<file path="src/rtl/uop_mode_pkg.sv">
package uop_mode_pkg;

  typedef enum logic [1:0] {
    MODE_FILTER = 2'd0,
    MODE_BUILD  = 2'd1,
    MODE_FETCH  = 2'd2
  } uopMode_e;

  // Strobes from control to the counter datapath
  typedef struct packed {
    logic clearAll;
    logic incBuild;
    logic incFetch;
    logic incTimer;
  } cntStrobe_t;

  // Decision flags from the datapath back to control
  typedef struct packed {
    logic fetchReady;
    logic filterReady;
    logic timeout;
  } cntFlags_t;

endpackage

</file>
<file path="src/rtl/uop_sat_cnt.sv">
module uop_sat_cnt #(
  parameter int W = 8
) (
  input  logic         clk,
  input  logic         rstN,
  input  logic         clr,
  input  logic         inc,
  output logic [W-1:0] cnt
);
  localparam logic [W-1:0] MAX_VAL = {W{1'b1}};

  always_ff @(posedge clk) begin
    if (!rstN)                         cnt <= '0;
    else if (clr)                      cnt <= '0;
    else if (inc && (cnt != MAX_VAL))  cnt <= cnt + 1'b1;
  end
endmodule

</file>
<file path="src/rtl/uop_mode_cnt.sv">
module uop_mode_cnt
  import uop_mode_pkg::*;
#(
  parameter int CNT_W     = 8,
  parameter int TIMER_W   = 10,
  parameter int THR_W     = 4,
  parameter int MIN_EDGES = 4
) (
  input  logic               clk,
  input  logic               rstN,
  input  cntStrobe_t         strobe,
  input  logic [THR_W-1:0]   cfgFetchRatio,
  input  logic [THR_W-1:0]   cfgFilterRatio,
  input  logic [TIMER_W-1:0] cfgTimerLimit,
  output cntFlags_t          flags
);
  localparam int PROD_W = CNT_W + THR_W;
  localparam int SUM_W  = CNT_W + 1;
  localparam int NUM_EDGE_CNT = 2;

  logic [CNT_W-1:0]   edgeCnt [NUM_EDGE_CNT];
  logic [TIMER_W-1:0] timerCnt;
  logic [NUM_EDGE_CNT-1:0] edgeInc;

  assign edgeInc = {strobe.incFetch, strobe.incBuild};

  // index 0 counts build (unbuilt) edges, index 1 counts fetch (built) edges
  for (genvar g = 0; g < NUM_EDGE_CNT; g++) begin : gEdge
    uop_sat_cnt #(.W(CNT_W)) uEdge (
      .clk (clk),
      .rstN(rstN),
      .clr (strobe.clearAll),
      .inc (edgeInc[g]),
      .cnt (edgeCnt[g])
    );
  end

  uop_sat_cnt #(.W(TIMER_W)) uTimer (
    .clk (clk),
    .rstN(rstN),
    .clr (strobe.clearAll),
    .inc (strobe.incTimer),
    .cnt (timerCnt)
  );

  logic [PROD_W-1:0] buildScaled, fetchScaled;
  logic [SUM_W-1:0]  edgeTotal;
  logic              enoughEdges, fetchRatioMet, buildRatioMet, timerExpired;

  always_comb begin
    buildScaled   = PROD_W'(cfgFetchRatio)  * PROD_W'(edgeCnt[0]);
    fetchScaled   = PROD_W'(cfgFilterRatio) * PROD_W'(edgeCnt[1]);
    fetchRatioMet = PROD_W'(edgeCnt[1]) >= buildScaled;
    buildRatioMet = PROD_W'(edgeCnt[0]) >= fetchScaled;
    edgeTotal     = SUM_W'(edgeCnt[0]) + SUM_W'(edgeCnt[1]);
    enoughEdges   = edgeTotal >= SUM_W'(MIN_EDGES);
    timerExpired  = timerCnt >= cfgTimerLimit;
    flags.fetchReady  = fetchRatioMet && enoughEdges && !timerExpired;
    flags.filterReady = buildRatioMet && enoughEdges;
    flags.timeout     = timerExpired;
  end
endmodule

</file>
<file path="src/rtl/uop_mode_fsm.sv">
module uop_mode_fsm
  import uop_mode_pkg::*;
#(
  parameter int IDX_W = 6
) (
  input  logic             clk,
  input  logic             rstN,
  input  logic             lkValid,
  input  logic [IDX_W-1:0] lkIdx,
  input  logic             lkBuilt,
  input  logic             lkQualified,
  input  logic             lkMispredict,
  input  logic             tagValid,
  input  logic             tagHit,
  input  logic [IDX_W-1:0] tagIdx,
  input  cntFlags_t        flags,
  output cntStrobe_t       strobe,
  output uopMode_e         modeQ,
  output logic             icacheEn,
  output logic             decodeEn,
  output logic             mainBpEn,
  output logic             allocReq,
  output logic             builtWrEn
);
  uopMode_e modeD;
  logic     mispSeen;
  logic     modeChange;
  logic     edgeCounting;

  always_comb begin
    modeD = modeQ;
    unique case (modeQ)
      MODE_FILTER: if (lkValid && lkQualified) modeD = MODE_BUILD;
      MODE_BUILD: begin
        if (flags.fetchReady)   modeD = MODE_FETCH;
        else if (flags.timeout) modeD = MODE_FILTER;
      end
      MODE_FETCH: if (flags.filterReady) modeD = MODE_FILTER;
      default: modeD = MODE_FILTER;
    endcase
  end

  assign modeChange   = (modeD != modeQ);
  assign edgeCounting = (modeQ == MODE_BUILD) || (modeQ == MODE_FETCH);

  always_comb begin
    strobe.clearAll = modeChange;
    strobe.incBuild = lkValid && !lkBuilt && edgeCounting;
    strobe.incFetch = lkValid &&  lkBuilt && edgeCounting;
    strobe.incTimer = lkValid && (modeQ == MODE_BUILD);
  end

  always_ff @(posedge clk) begin
    if (!rstN) begin
      modeQ    <= MODE_FILTER;
      mispSeen <= 1'b0;
    end else begin
      modeQ <= modeD;
      if (modeChange)                              mispSeen <= 1'b0;
      else if (modeQ == MODE_FETCH && lkMispredict) mispSeen <= 1'b1;
    end
  end

  logic tagSameEntry;
  assign tagSameEntry = tagValid && tagHit && (tagIdx == lkIdx);

  always_comb begin
    icacheEn  = (modeQ != MODE_FETCH);
    decodeEn  = (modeQ != MODE_FETCH);
    mainBpEn  = (modeQ != MODE_FETCH) || mispSeen;
    allocReq  = (modeQ == MODE_BUILD) && lkValid && !lkBuilt && !tagSameEntry;
    builtWrEn = tagValid && tagHit;
  end
endmodule

</file>
<file path="src/rtl/uop_mode_ctrl.sv">
module uop_mode_ctrl
  import uop_mode_pkg::*;
#(
  parameter int IDX_W     = 6,
  parameter int CNT_W     = 8,
  parameter int TIMER_W   = 10,
  parameter int THR_W     = 4,
  parameter int MIN_EDGES = 4
) (
  input  logic               clk,
  input  logic               rstN,
  input  logic               lkValid,
  input  logic [IDX_W-1:0]   lkIdx,
  input  logic               lkBuilt,
  input  logic               lkQualified,
  input  logic               lkMispredict,
  input  logic               tagValid,
  input  logic               tagHit,
  input  logic [IDX_W-1:0]   tagIdx,
  input  logic [THR_W-1:0]   cfgFetchRatio,
  input  logic [THR_W-1:0]   cfgFilterRatio,
  input  logic [TIMER_W-1:0] cfgTimerLimit,
  output logic [1:0]         mode,
  output logic               icacheEn,
  output logic               decodeEn,
  output logic               mainBpEn,
  output logic               allocReq,
  output logic [IDX_W-1:0]   allocIdx,
  output logic               builtWrEn,
  output logic [IDX_W-1:0]   builtWrIdx
);
  cntStrobe_t strobe;
  cntFlags_t  flags;
  uopMode_e   modeQ;

  uop_mode_fsm #(.IDX_W(IDX_W)) uFsm (
    .clk         (clk),
    .rstN        (rstN),
    .lkValid     (lkValid),
    .lkIdx       (lkIdx),
    .lkBuilt     (lkBuilt),
    .lkQualified (lkQualified),
    .lkMispredict(lkMispredict),
    .tagValid    (tagValid),
    .tagHit      (tagHit),
    .tagIdx      (tagIdx),
    .flags       (flags),
    .strobe      (strobe),
    .modeQ       (modeQ),
    .icacheEn    (icacheEn),
    .decodeEn    (decodeEn),
    .mainBpEn    (mainBpEn),
    .allocReq    (allocReq),
    .builtWrEn   (builtWrEn)
  );

  uop_mode_cnt #(
    .CNT_W    (CNT_W),
    .TIMER_W  (TIMER_W),
    .THR_W    (THR_W),
    .MIN_EDGES(MIN_EDGES)
  ) uCnt (
    .clk           (clk),
    .rstN          (rstN),
    .strobe        (strobe),
    .cfgFetchRatio (cfgFetchRatio),
    .cfgFilterRatio(cfgFilterRatio),
    .cfgTimerLimit (cfgTimerLimit),
    .flags         (flags)
  );

  assign mode       = modeQ;
  assign allocIdx   = lkIdx;
  assign builtWrIdx = tagIdx;
endmodule

</file>
<file path="config.mk">
export PLATFORM = sky130hd
export DESIGN_NAME = uop_mode_ctrl
export DESIGN_NICKNAME = d
export VERILOG_FILES = /design/src/rtl/uop_mode_pkg.sv /design/src/rtl/uop_sat_cnt.sv /design/src/rtl/uop_mode_cnt.sv /design/src/rtl/uop_mode_fsm.sv /design/src/rtl/uop_mode_ctrl.sv
export SDC_FILE = /design/constraint.sdc
export NUM_CORES = 1
export LEC_CHECK = 0
export BUFFER_PORTS_ARGS = -buffer_cell sky130_fd_sc_hd__buf_2
export CORE_MARGIN = 3
export CORE_UTILIZATION = 40
export CTS_CLUSTER_SIZE = 14
export DETAILED_ROUTE_END_ITERATION = 6
export GPL_TIMING_DRIVEN = 0
export MAX_ROUTING_LAYER = met4
export PLACE_DENSITY = 0.63
export SETUP_SLACK_MARGIN = 0.3
export SYNTH_ARGS = -nofsm -noshare
export SYNTH_HDL_FRONTEND = slang
export SYNTH_SLANG_ARGS = --single-unit
</file>
<file path="constraint.sdc">
create_clock -name clk -period 6.5 [get_ports clk]
set_clock_uncertainty 0.05 [all_clocks]
set_input_delay 0.65 -clock clk [delete_from_list [all_inputs] [get_ports clk]]
set_output_delay 0.65 -clock clk [all_outputs]
set_load 0.01 [all_outputs]
</file>
Word-level counts from Yosys, hierarchy flattened
Index checks and enable logic that the tools add are counted.
{"block": "totals", "ff_bits": 29, "latch_bits": 0, "ramBits": 0, "romBits": 0, "out_inout_bits": 19, "wordCells": 53, "memories": 0}
{"block": "op_classes", "add_sub_neg": 4, "n_mul": 2, "div_mod_pow": 0, "order_cmp": 4, "n_eq_ne": 8, "n_shift": 0, "mux": 5, "n_bitwise": 1, "n_reduce_logical": 24}
{"op": "greater-or-equal comparator 8 x 12 -> 1 bit", "n": 2}
{"op": "multiplier 4 x 8 -> 12 bit", "n": 2}
{"op": "logical AND 1 bit", "n": 17}
{"op": "adder 8 x 1 -> 8 bit (second input constant)", "n": 2}
{"op": "inequality test 8 bit (second input constant)", "n": 2}
{"op": "adder 10 x 1 -> 10 bit (second input constant)", "n": 1}
{"op": "greater-or-equal comparator 10 bit", "n": 1}
{"op": "inequality test 10 bit (second input constant)", "n": 1}
{"op": "adder 8 x 8 -> 9 bit", "n": 1}
{"op": "greater-or-equal comparator 9 x 3 -> 1 bit (second input constant)", "n": 1}
{"op": "2-to-1 mux 2 bit", "n": 4}
{"op": "== test 6 bit", "n": 1}
{"op": "one-hot mux 2 bit (3 select lines)", "n": 1}
{"op": "zero test 1 bit", "n": 3}
{"op": "== test 2 x 1 -> 1 bit (second input constant)", "n": 1}
{"op": "== test 2 bit (second input constant)", "n": 1}
{"op": "zero test 2 bit", "n": 1}
{"op": "logical OR 1 bit", "n": 2}
{"op": "inequality test 2 bit", "n": 1}
{"op": "inequality test 2 bit (second input constant)", "n": 1}
{"op": "OR reduction 2 bit", "n": 1}
{"op": "NOT 1 bit", "n": 1}

Logic depth before layout (Yosys ltp)
{"block": "depth", "depth_word": 8, "ltp_mapped": 21, "ltp_nobuf": 19}

By module
A second synthesis with hierarchy kept.
{"block": "unflattened", "cells_unflattened": 566, "area_unflattened_um2": 4683.2}
{"module": "uop_mode_cnt", "instances": 1, "cells_per_inst": 355, "area_per_inst_um2": 2835.2}
{"module": "uop_sat_cnt (uCnt.gEdge[0].uEdge ...)", "instances": 2, "cells_per_inst": 46, "area_per_inst_um2": 421.7}
{"module": "uop_sat_cnt (uCnt.uTimer)", "instances": 1, "cells_per_inst": 58, "area_per_inst_um2": 513.0}
{"module": "uop_mode_fsm", "instances": 1, "cells_per_inst": 49, "area_per_inst_um2": 401.6}
{"module": "uop_mode_ctrl", "instances": 1, "cells_per_inst": 12, "area_per_inst_um2": 90.1}

Least setup slack after synthesis
OpenSTA, ideal clock, no wires.
{"block": "synth_path", "path_kind": "input to register", "startpoint": "input port cfgFetchRatio[3]", "endpoint": "register uCnt.uTimer.cnt[9]", "arrival_time_ns": 4.435, "required_ns": 6.329, "setup_slack_ns": 1.894, "stages": 19, "n_path_buf": 1, "cell_sequence": "and2_1 > fa_1 > inv_1 > fa_1 > inv_1 > ha_1 > o21ai_0 > o21bai_1 > a21oi_1 > xor2_1 > ha_1 > and4_1 > o2111ai_1 > a21oi_1 > nand4_1 > o31a_2 > o21ai_4 > buf_6 > nor3_4"}
{"block": "synth_between", "elab_chain_len": 8}
{"element": "from (decl)", "line_no": "uop_mode_ctrl.sv:20", "rtl": "input logic [THR_W-1:0] cfgFetchRatio,"}
{"element": "multiplier 4 x 8 -> 12 bit", "line_no": "uop_mode_cnt.sv:51", "rtl": "buildScaled = PROD_W'(cfgFetchRatio) * PROD_W'(edgeCnt[0]);"}
{"element": "greater-or-equal comparator 8 x 12 -> 1 bit", "line_no": "uop_mode_cnt.sv:53", "rtl": "fetchRatioMet = PROD_W'(edgeCnt[1]) >= buildScaled;"}
{"element": "logical AND 1 bit (2 in series)", "line_no": "uop_mode_cnt.sv:58", "rtl": "flags.fetchReady = fetchRatioMet && enoughEdges && !timerExpired;"}
{"element": "2-to-1 mux 2 bit", "line_no": "uop_mode_fsm.sv:35", "rtl": "if (flags.fetchReady) modeD = MODE_FETCH;"}
{"element": "one-hot mux 2 bit (3 select lines)", "line_no": "uop_mode_fsm.sv:32", "rtl": "unique case (modeQ)"}
{"element": "inequality test 2 bit", "line_no": "uop_mode_fsm.sv:43", "rtl": "assign modeChange = (modeD != modeQ);"}
{"element": "OR reduction 2 bit (no source line)"}
{"element": "to (signal assigned)", "line_no": "uop_sat_cnt.sv:15", "rtl": "else if (inc && (cnt != MAX_VAL)) cnt <= cnt + 1'b1;"}
{"element": "to (decl)", "line_no": "uop_sat_cnt.sv:8", "rtl": "output logic [W-1:0] cnt"}
Every way passes these cells.
A chain may end at the register's enable or synchronous reset.

Worst setup path after layout
{"block": "layout_path", "startpoint": "register uCnt.gEdge[0].uEdge.cnt[2]", "endpoint": "register uFsm.mispSeen"}
{"block": "layout_between", "elab_chain_len": 8, "word_cells_on_any_way": 13}
{"element": "from (decl)", "line_no": "uop_sat_cnt.sv:8"}
{"element": "from (signal assigned)", "line_no": "uop_sat_cnt.sv:15"}
{"element": "multiplier 4 x 8 -> 12 bit or adder 8 x 8 -> 9 bit (tied branches)", "line_no": "uop_mode_cnt.sv:51, uop_mode_cnt.sv:55"}
{"element": "greater-or-equal comparator 8 x 12 -> 1 bit or greater-or-equal comparator 9 x 3 -> 1 bit (tied branches)", "line_no": "uop_mode_cnt.sv:53, uop_mode_cnt.sv:56"}
{"element": "logical AND 1 bit (2 in series)", "line_no": "uop_mode_cnt.sv:58"}
{"element": "2-to-1 mux 2 bit", "line_no": "uop_mode_fsm.sv:35"}
{"element": "one-hot mux 2 bit (3 select lines) *", "line_no": "uop_mode_fsm.sv:32"}
{"element": "inequality test 2 bit *", "line_no": "uop_mode_fsm.sv:43"}
{"element": "OR reduction 2 bit (no source line) *"}
{"element": "to (signal assigned)", "line_no": "uop_mode_fsm.sv:56", "rtl": "mispSeen <= 1'b0;"}
{"element": "to (signal assigned)", "line_no": "uop_mode_fsm.sv:59", "rtl": "if (modeChange) mispSeen <= 1'b0;"}
{"element": "to (signal assigned)", "line_no": "uop_mode_fsm.sv:60", "rtl": "else if (modeQ == MODE_FETCH && lkMispredict) mispSeen <= 1'b1;"}
{"element": "to (decl)", "line_no": "uop_mode_fsm.sv:26", "rtl": "logic mispSeen;"}
Mark *: on every way between the ends. The rest lies on a longest branch, timed or not.

==> results.toml <==
[run_status]
run_status = "completed"

[placed_design]
dp_cells = 731
pre_cts_ws_ps = 1190
place_congestion = 0.836
io_buffers = 56
dp_hpwl_mm = 8.57

[timing]
setup_viol = 0
worst_pin_slew_ps = 835
period_needed_ps = 5170
hold_ws_ps = 472
slew-limit-headroom = 0.440
drv_slew = 0
rsz0062_at_grt = "no"
final.setup.worst_slack_ps = 1330
max_freq_ghz = 0.193
hold_violations = 0
tns_ps = 0
period_share = 0.795

[clock_tree]
cts_root_buffer = "clkbuf_16"
cts_tree = "built"
htree_levels = 2
cts_sinks = 29
clock_latency_ps = 280
cts_resized = 0
clk_path_buf_depth = 2
cts_buffers = 5
ctsHoldBuffers = 0
clk_pin_slew_ps = 50
postCtsSetupBuffers = 0

[logic_synthesis]
synth_most_common_cell = "ha_1"
synth-seq-cells = 29
syn_area_sq_um = 4580
synth_seq_area_share = 0.127
synth_edf_count = 0
yosys_warnings = 0
synth-async-reset-ratio = 0
syn-num-nets = 671
yosys.area.top_type_share = 0.199
avgSynthCellArea_sq_um = 8.57
yosysUniqueCellTypes = 59
ys.flop_type = "dfxtp_1"
synth_area_leaders = "ha_1, dfxtp_1, fa_1, and2_1, inv_1"
synth_common_cells = "ha_1, inv_1, and2_1"
syn_inst = 535
yosysTopAreaCell = "ha_1"

[drt]
final_antenna_net_count = 0
drt-initial-drc-count = 95
route.final.wire_length_mm = 10.5
wl_met1_mm = 4.72
top_layer = "met4"
wl_met3_um = 255
vias_per_cell = 5.29
wl_met2_mm = 5.36
drc_errors = 0
firstDrtPassIters = 4
vias = 3910
wire_per_inst_um = 14.3

[die]
core_sq_um = 11000
initial_core_util = 0.416
die_w_um = 113
rows = 38
io_pins = 57
dieArea_sq_um = 12800
die_h_um = 113

[setup_path]
startpoint_type = "flop"
reg2regPathDepth = 19
crit_type = "flop to flop"
end_kind = "flop"
crit_arrival_ps = 5280
cp.required_ps = 6610
worst-path-max-fanout = 10

[grt]
grt_pass1_vias = 4052
grt-ovfl-total = 0
grt_max_degree = 11
grt.total_usage = 0.177
antenna_found_initial = 0
grt_pass1_wl_mm = 18.4

[cells_and_area]
insertedDiodeCount = 0
drive_gt1_frac = 0.192
area_growth_pct = 13.0
layoutNonFillerInstCount = 739
nNetsFinal = 734

[pwr]
leakagePower_nw = 2.45
peakVddDrop_mv = 0.101
power_density_nw_per_um2 = 91.8
power_mw = 0.476

[hold_path]
hold_class = "flop to flop"
min_path_cells = 2

[run]
max_cap_viol_count = 0
-- cell usage in the layout (no fill, tap or decap), types with 7 or more instances in the layout --
master / n
buf_2: 56
a21oi_1: 23
nand2_1: 29
nor3_2: 19
dfxtp_1: 29
nor3_1: 13
xnor2_1: 19
ha_1: 73
xor2_1: 21
inv_1: 71
buf_4: 13
a211oi_1: 7
nand3_1: 15
and2_1: 51
fa_1: 25
nand2b_1: 9
nand4_1: 8
o21ai_0: 18
nor2_1: 17
-- worst max-delay path, stage by stage (launching register included) --
cell,delay (ps)
dfxtp_1,370
clkbuf_1,310
nand2_1,120
fa_1,500
inv_1,50
fa_1,490
ha_1,330
a211oi_1,320
o21bai_1,110
a21oi_1,170
xor2_1,100
ha_1,300
and4_1,220
o2111ai_1,140
a21oi_1,210
nand4_1,270
o31a_2,400
o21ai_4,300
buf_6,230
nor3_2,60
-- cell type report --
| type | instances | area, sq um |
|---|---|---|
| clock buffer | 6 | 129 |
| inverter | 71 | 267 |
| multi-input combinational | 415 | 3580 |
| sequential | 29 | 581 |
| tap | 140 | 175 |
| timing repair buffer | 56 | 280 |
| fill | 1087 | 5850 |
| clock inverter | 2 | 10.0 |
| buffer | 20 | 154 |
-- power breakdown --
part / total [mW] / internal, mW / switching [mW]
clock network: 0.222 / 0.140 / 0.0819
logic: 0.0720 / 0.0315 / 0.0405
registers: 0.181 / 0.179 / 0.00225
-- logic make-up (layout without fill, tap and decap cells) --
group                      count (synthesis)  in the layout  synth area share
DFF                                       29             29             0.127
and+or+nand+nor                          180            180             0.237
adders and majority gates                 98             98             0.308
buffers and inverters                     91            155            0.0917
AOI/OAI and AO/OA                         92             92             0.148
muxes                                      5              5            0.0120
xor gates and xnor gates                  40             40            0.0764
-- registers in the layout, summed over array words and instances, names as in the netlist --
register / flops
uCnt.gEdge.uEdge.cnt: 16
uCnt.uTimer.cnt: 10
uFsm.mispSeen: 1
uFsm.modeQ: 2
-- worst paths after layout --
kind	start	end	slack [ps]
max	uCnt.gEdge[0].uEdge.cnt[2]	uFsm.mispSeen	1330
min	uFsm.mispSeen	uFsm.mispSeen	470
max reg2reg	uCnt.gEdge[0].uEdge.cnt[2]	uFsm.mispSeen	1330
min reg2reg	uFsm.mispSeen	uFsm.mispSeen	470
-- metrics by stage --
step / util / area, sq um
after floorplan: - / 4580
after global placement: 0.457 / 5040
after detailed placement: 0.457 / 5040
after CTS: 0.469 / 5180
after global routing: 0.469 / 5180
final: 0.469 / 5180
-- layer usage --
metal / track usage / vias to the layer above
li1: - / 1956
met1: 0.211 / 1846
met2: 0.324 / 88
met3: 0.0102 / 20
met4: 0.0481 / 0
met5: - / -
Power figures use the tool's default switching activity.
